--- config.mk ---
export PLATFORM = sky130hd
export DESIGN_NAME = pipe_stall_ctrl
export DESIGN_NICKNAME = d
export VERILOG_FILES = /design/src/rtl/psc_pkg.sv /design/src/rtl/psc_exec.sv /design/src/rtl/psc_decode.sv /design/src/rtl/psc_fetch.sv /design/src/rtl/pipe_stall_ctrl.sv
export SDC_FILE = /design/constraint.sdc
export NUM_CORES = 1
export LEC_CHECK = 0
export ABC_AREA = 0
export BUFFER_PORTS_ARGS = -buffer_cell sky130_fd_sc_hd__buf_2
export CAP_MARGIN = 20
export CORE_MARGIN = 4
export CORE_UTILIZATION = 45
export DETAILED_ROUTE_END_ITERATION = 8
export PLACE_DENSITY = 0.83
export SLEW_MARGIN = 10
export SYNTH_ARGS = -nofsm -noshare
export SYNTH_HDL_FRONTEND = slang
export SYNTH_SLANG_ARGS = --single-unit
--- constraint.sdc ---
create_clock -name clk -period 2.2 [get_ports clk]
set_input_delay 0 -clock clk [delete_from_list [all_inputs] [get_ports clk]]
set_output_delay 0 -clock clk [all_outputs]
set_load 0.03 [all_outputs]
--- src/rtl/psc_pkg.sv ---
// Shared types for the pipeline stall handshake.
package psc_pkg;
    // Done flags that execute publishes toward the two earlier stages.
    typedef struct packed {
        logic to_fetch;
        logic to_decode;
    } exdone_t;

    localparam exdone_t EXDONE_IDLE = '{to_fetch: 1'b1, to_decode: 1'b1};
    localparam exdone_t EXDONE_BUSY = '{to_fetch: 1'b0, to_decode: 1'b0};
endpackage

--- src/rtl/psc_exec.sv ---
// Execute-side occupancy tracker.
// Marks execute busy on a handoff and clears both done flags at that edge.
// Sets the flags again at the edge where the completion pulse arrives.
// Assumes: a handoff never arrives while busy (decode is gated by the flag).
module psc_exec
    import psc_pkg::*;
(
    input  logic    clk,
    input  logic    rst_n,
    input  logic    hand_i,
    input  logic    last_i,
    output exdone_t done_o,
    output logic    busy_o
);
    exdone_t done_q;
    logic    busy_q;

    // Purpose: track the held instruction and the two done flags.
    always_ff @(posedge clk) begin
        if (!rst_n) begin
            done_q <= EXDONE_IDLE;
            busy_q <= 1'b0;
        end else if (busy_q && last_i) begin
            done_q <= EXDONE_IDLE;
            busy_q <= 1'b0;
        end else if (hand_i) begin
            done_q <= EXDONE_BUSY;
            busy_q <= 1'b1;
        end
    end

    assign done_o = done_q;
    assign busy_o = busy_q;

    AST_ONE_IN_FLIGHT: assert property (@(posedge clk) disable iff (!rst_n)
        hand_i |-> !busy_q);
    AST_HAND_CLEARS_DONE: assert property (@(posedge clk) disable iff (!rst_n)
        hand_i |=> (!done_q.to_fetch && !done_q.to_decode));
    AST_IDLE_LAST_IGNORED: assert property (@(posedge clk) disable iff (!rst_n)
        (!busy_q && !hand_i && last_i) |=> (!busy_q && done_q == EXDONE_IDLE));
endmodule

--- src/rtl/psc_decode.sv ---
// Decode-stage gating.
// Passes the slot word forward when execute reports done and no redirect kills it.
// Publishes a decode-done flag toward fetch that drops after a stalled cycle.
// Assumes: slot_valid_i is the registered slot flag owned by fetch.
module psc_decode (
    input  logic clk,
    input  logic rst_n,
    input  logic slot_valid_i,
    input  logic done_d_i,
    input  logic redirect_i,
    output logic pass_o,
    output logic ex_valid_o,
    output logic dec_done_o
);
    logic ex_valid_q;
    logic dec_done_q;

    // Purpose: decide whether this cycle hands an instruction to execute.
    always_comb begin
        pass_o = done_d_i && slot_valid_i && !redirect_i;
    end

    // Purpose: register the execute strobe and the decode-done flag.
    always_ff @(posedge clk) begin
        if (!rst_n) begin
            ex_valid_q <= 1'b0;
            dec_done_q <= 1'b1;
        end else if (!done_d_i) begin
            ex_valid_q <= 1'b0;
            dec_done_q <= 1'b0;
        end else begin
            ex_valid_q <= pass_o;
            dec_done_q <= 1'b1;
        end
    end

    assign ex_valid_o = ex_valid_q;
    assign dec_done_o = dec_done_q;

    AST_STROBE_FOLLOWS: assert property (@(posedge clk) disable iff (!rst_n)
        pass_o |=> ex_valid_q);
    AST_STROBE_SINGLE: assert property (@(posedge clk) disable iff (!rst_n)
        ex_valid_q |=> !ex_valid_q);
endmodule

--- src/rtl/psc_fetch.sv ---
// Fetch-stage gating, PC and decode input slot.
// Packs memory byte lanes big-endian, advances PC only on a capture, and parks
// on a redirect until execute reports done toward fetch.
// Assumes: mem_i reflects the bytes at pc_o .. pc_o+LANES-1 in the same cycle.
module psc_fetch #(
    parameter int BYTE_W   = 8,
    parameter int LANES    = 4,
    parameter int PC_W     = 24,
    parameter logic [PC_W-1:0] RESET_PC = '0
) (
    input  logic                      clk,
    input  logic                      rst_n,
    input  logic                      redirect_i,
    input  logic                      done_f_i,
    input  logic                      dec_done_i,
    input  logic                      pass_i,
    input  logic [BYTE_W*LANES-1:0]   mem_i,
    output logic                      fetch_o,
    output logic                      slot_valid_o,
    output logic [BYTE_W*LANES-1:0]   word_o,
    output logic [PC_W-1:0]           pc_o
);
    localparam int WORD_W = BYTE_W * LANES;
    localparam logic [PC_W-1:0] PC_STEP = PC_W'(LANES);

    logic              fw_q;
    logic              slot_q;
    logic [WORD_W-1:0] word_q;
    logic [PC_W-1:0]   pc_q;
    logic [WORD_W-1:0] packed_w;

    // Lane k (lowest address first) lands in the k-th most significant byte.
    for (genvar k = 0; k < LANES; k++) begin : g_lane
        assign packed_w[WORD_W-1-k*BYTE_W -: BYTE_W] = mem_i[k*BYTE_W +: BYTE_W];
    end

    // Purpose: decide whether fetch captures a word this cycle.
    always_comb begin
        fetch_o = !redirect_i && (!fw_q || done_f_i) && dec_done_i
                  && (!slot_q || pass_i);
    end

    // Purpose: fetch-wait flag, set by a redirect, cleared once execute is done.
    always_ff @(posedge clk) begin
        if (!rst_n) begin
            fw_q <= 1'b0;
        end else if (redirect_i) begin
            fw_q <= 1'b1;
        end else if (fw_q && done_f_i) begin
            fw_q <= 1'b0;
        end
    end

    // Purpose: decode input slot occupancy.
    always_ff @(posedge clk) begin
        if (!rst_n) begin
            slot_q <= 1'b0;
        end else if (redirect_i) begin
            slot_q <= 1'b0;
        end else if (fetch_o) begin
            slot_q <= 1'b1;
        end else if (pass_i) begin
            slot_q <= 1'b0;
        end
    end

    // Purpose: capture the word and step the PC on a fetch.
    always_ff @(posedge clk) begin
        if (!rst_n) begin
            word_q <= '0;
            pc_q   <= RESET_PC;
        end else if (fetch_o) begin
            word_q <= packed_w;
            pc_q   <= pc_q + PC_STEP;
        end
    end

    assign slot_valid_o = slot_q;
    assign word_o       = word_q;
    assign pc_o         = pc_q;

    AST_PC_STEP: assert property (@(posedge clk) disable iff (!rst_n)
        fetch_o |=> (pc_q == $past(pc_q) + PC_STEP));
    AST_PC_HOLD: assert property (@(posedge clk) disable iff (!rst_n)
        !fetch_o |=> $stable(pc_q));
    AST_REDIRECT_FLUSH: assert property (@(posedge clk) disable iff (!rst_n)
        redirect_i |=> !slot_q);
    AST_WAIT_BLOCKS: assert property (@(posedge clk) disable iff (!rst_n)
        (fw_q && !done_f_i) |-> !fetch_o);
endmodule

--- src/rtl/pipe_stall_ctrl.sv ---
// Top of the three-stage stall handshake.
// Wires the fetch, decode and execute control pieces through their done flags.
// Assumes: ex_last is driven by the execute datapath; mem_rd_data follows fetch_pc.
module pipe_stall_ctrl #(
    parameter int BYTE_W   = 8,
    parameter int LANES    = 4,
    parameter int PC_W     = 24,
    parameter logic [PC_W-1:0] RESET_PC = '0
) (
    input  logic                    clk,
    input  logic                    rst_n,
    input  logic                    redirect_req,
    input  logic                    ex_last,
    input  logic [BYTE_W*LANES-1:0] mem_rd_data,
    output logic                    fetch_en,
    output logic                    decode_en,
    output logic                    dec_valid,
    output logic                    ex_valid,
    output logic [BYTE_W*LANES-1:0] instr_word,
    output logic [PC_W-1:0]         fetch_pc
);
    import psc_pkg::*;

    exdone_t ex_done;
    logic    ex_busy;
    logic    dec_done;

    psc_fetch #(
        .BYTE_W  (BYTE_W),
        .LANES   (LANES),
        .PC_W    (PC_W),
        .RESET_PC(RESET_PC)
    ) u_fetch (
        .clk         (clk),
        .rst_n       (rst_n),
        .redirect_i  (redirect_req),
        .done_f_i    (ex_done.to_fetch),
        .dec_done_i  (dec_done),
        .pass_i      (decode_en),
        .mem_i       (mem_rd_data),
        .fetch_o     (fetch_en),
        .slot_valid_o(dec_valid),
        .word_o      (instr_word),
        .pc_o        (fetch_pc)
    );

    psc_decode u_decode (
        .clk         (clk),
        .rst_n       (rst_n),
        .slot_valid_i(dec_valid),
        .done_d_i    (ex_done.to_decode),
        .redirect_i  (redirect_req),
        .pass_o      (decode_en),
        .ex_valid_o  (ex_valid),
        .dec_done_o  (dec_done)
    );

    psc_exec u_exec (
        .clk   (clk),
        .rst_n (rst_n),
        .hand_i(decode_en),
        .last_i(ex_last),
        .done_o(ex_done),
        .busy_o(ex_busy)
    );

    AST_NO_OVERWRITE: assert property (@(posedge clk) disable iff (!rst_n)
        (dec_valid && !decode_en && !redirect_req) |-> !fetch_en);
    AST_EXV_WHILE_BUSY: assert property (@(posedge clk) disable iff (!rst_n)
        ex_valid |-> (ex_busy && !ex_done.to_decode));
endmodule

==> reports/results.ini <==
[drt]
wl_per_cell_um=13.4
vias=2434
drc=0
via_per_inst=5.02
ant_nets=0
firstDrtPassIters=4
drt_wl_total_mm=6.48
first_iter_violations=131

[worst_setup_path]
critPathMaxFanout=35
crit_arrival_ns=1.93
worst_path_largest_cell_delay_ns=0.53
crit_chain=dlygate4sd3_1 -> buf_2 -> nor2b_1 -> buf_4 -> nand2_1 -> clkinv_1 -> buf_4 -> buf_2
path_class=input port to output pin
cp.required_ns=2.20
worst_setup_path_end_kind=output pin
critPathSlowestCell=dlygate4sd3_1
start_kind=input port

[die]
die_w_um=80.6
die_h_um=80.6
core_area_um2=5110
fp-row-count=26
num_io_pins=96
initial_utilization_pct=46.4
die-area_um2=6490

[timing]
rsz0062_at_grt=no
setup_ws_ns=0.265
finalMaxSlewViolations=0
setup_viol=0
fin_crit_sh_pct=87.9
tns_ns=0
max_freq_mhz=517
skew_ns=0.00894
period_needed_ns=1.93
finalHoldViolCount=0

[placement]
hpwl_mm=3.99
portBuffers=93
gp_congestion=0.768
pre_cts_ws_ns=0.342

[synth]
synth.mux.area_fraction_pct=0.475
synth.most_common_cell=nand2_1
synth-xor-area-share_pct=2.59
synth_top_cell_by_area=dfxtp_1
syn-cell-area_um2=2370
yosys-top-cells-count=nand2_1 (75), dfxtp_1 (60), a21oi_1 (48), clkbuf_1 (9)
async_reset_ff_share_pct=0
synth_edf_count=0
synth_top_family_by_area=simple AND/OR/NAND/NOR gates
synth_warnings=0
synth-simple-area-share_pct=25.6
synth_cells=283
yosysTopAreaCellShare_pct=50.7
synth_compound_area_share_pct=15.4
yosys-top-cells-area=dfxtp_1 (51%), nand2_1 (12%), a21oi_1 (10%)
synthAdderAreaFrac_pct=0.528
synth_seq_cells=60
ys_seq_area_share_pct=50.7
synth_area_per_cell_um2=8.38
synth.distinct_cells=37
synth_flop_cell=dfxtp_1

[global_route]
antenna_found_initial=0
grt_pass1_vias=2365
grtUsageMet1_pct=22.2
grtUsageTotal_pct=20.4
use_met2_pct=35.5
grt_max_degree=36
use_met3_pct=6.39
grt_pass1_wl_mm=10.2
globalRouteOverflowTotal=0
top_usage_layer=met2

[cts]
post-cts-setup-buffers=0
htree_levels=3
clkSinkCount=60
clk_latency_ns=0.32
clock_path_buffers=2
cts_buffers=9
cts_tree=built
clkSlewWorstSetupHoldPaths_ns=0.06
clockRootBuffer=clkbuf_8

[power]
power_mw=2.65
p_per_area_nw_per_um2=766
ir_worst_vdd_uv=533
p_leak_nw=1.56

[hold_path]
hp-class=input port to register

[flow_run]
cap_viol_max_count=0

[status]
status=completed

[cells_and_area]
antenna_cells=0
drive_above_1_share_pct=29.2
areaGrowthSynthToFinish_pct=46.0
nNetsFinal=447

[layer usage]
metal | part of all wire [%] | vias up
met3 | 7.2 | 14
met4 | 2.5 | 0
li1 | - | 1216
met2 | 51 | 79
met1 | 40 | 1125
met5 | 0 | -
[state kept, by name, summed over array words and instances (netlist names)]
| signal | flops |
|---|---|
| u_fetch.pc_o | 22 |
| u_fetch.slot_valid_o | 1 |
| u_fetch.fw_q | 1 |
| u_decode.dec_done_o | 1 |
| u_exec.done_o | 1 |
| u_decode.ex_valid_o | 1 |
| u_exec.busy_o | 1 |
| u_fetch.word_o | 32 |
[layout make-up]
| type | instances | area, um^2 |
|---|---|---|
| multi-input cells | 201 | 1060 |
| clock inverters | 4 | 70.1 |
| clock buffers | 12 | 165 |
| repair buffers | 133 | 853 |
| inverters | 5 | 18.8 |
| well taps | 70 | 87.6 |
| fillers | 452 | 1650 |
| flip-flops and latches | 60 | 1200 |
[what timing repair did]
action / in CTS / in global routing
setup endpoints to repair: 0 / 0
hold endpoints to repair: 40 / 0
gates resized for setup: 0 / 0
hold buffers: 35 / 0
[cells by family (layout without fill, tap and decap cells)]
family / after synthesis / after routing
AOI/OAI and AO/OA: 65 / 65
xor gates and xnor gates: 7 / 7
adders and majority gates: 1 / 1
buffers and inverters: 23 / 154
DFF: 60 / 60
muxes: 1 / 1
other: 1 / 2
and+or+nand+nor: 125 / 125
[worst max-delay path, delay by kind of cell]
kind | cells | cell delay [ns]
buf+inv | 6 | 1.52
simple gates | 2 | 0.40
[layout by cell type (no fill, tap or decap), types with 2 or more instances in the layout]
cell and n:
buf_2 93, nand2_1 75, dfxtp_1 60, a21oi_1 48, dlygate4sd3_1 35, clkbuf_8 12, nand3_1 7, o21ai_0 7
or3_1 7, nor2_1 7, o31ai_1 6, or4_1 6, buf_4 5, inv_1 4, nand4_1 4, xor2_1 4
and3_1 3, and2_1 3, xnor2_1 3, nor2b_1 2, and4_1 2, nand2b_1 2, conb_1 2, bufinv_16 2
clkinv_2 2
[stage by stage]
stage / hold WS, ns / util, % / area [um^2] / instances
2_1_floorplan: 0.0733 / - / 2370 / 284
3_3_place_gp: 0.219 / 56.3 / 2880 / 434
3_5_place_dp: 0.211 / 56.3 / 2880 / 434
4_1_cts: 0.401 / 67.8 / 3460 / 485
5_1_grt: 0.448 / 67.8 / 3460 / 485
6_report: 0.419 / 67.8 / 3460 / 485
[final timing paths]
path | depth (start not counted) | from | end | slack [ns]
min | 3 | redirect_req | u_fetch.slot_valid_o | 0.42
min reg2reg | 2 | u_fetch.word_o[27] | u_fetch.word_o[27] | 0.45
max | 8 | redirect_req | fetch_en | 0.27
max reg2reg | 4 | u_decode.dec_done_o | u_fetch.pc_o[15] | 0.32
[power breakdown]
part	switching, mW	leakage, nW	internal [mW]
clock network	0.417	0.122	0.727
registers	0.0275	0.490	1.13
logic	0.213	0.949	0.134
No activity file was read; power rests on OpenSTA's default activity.
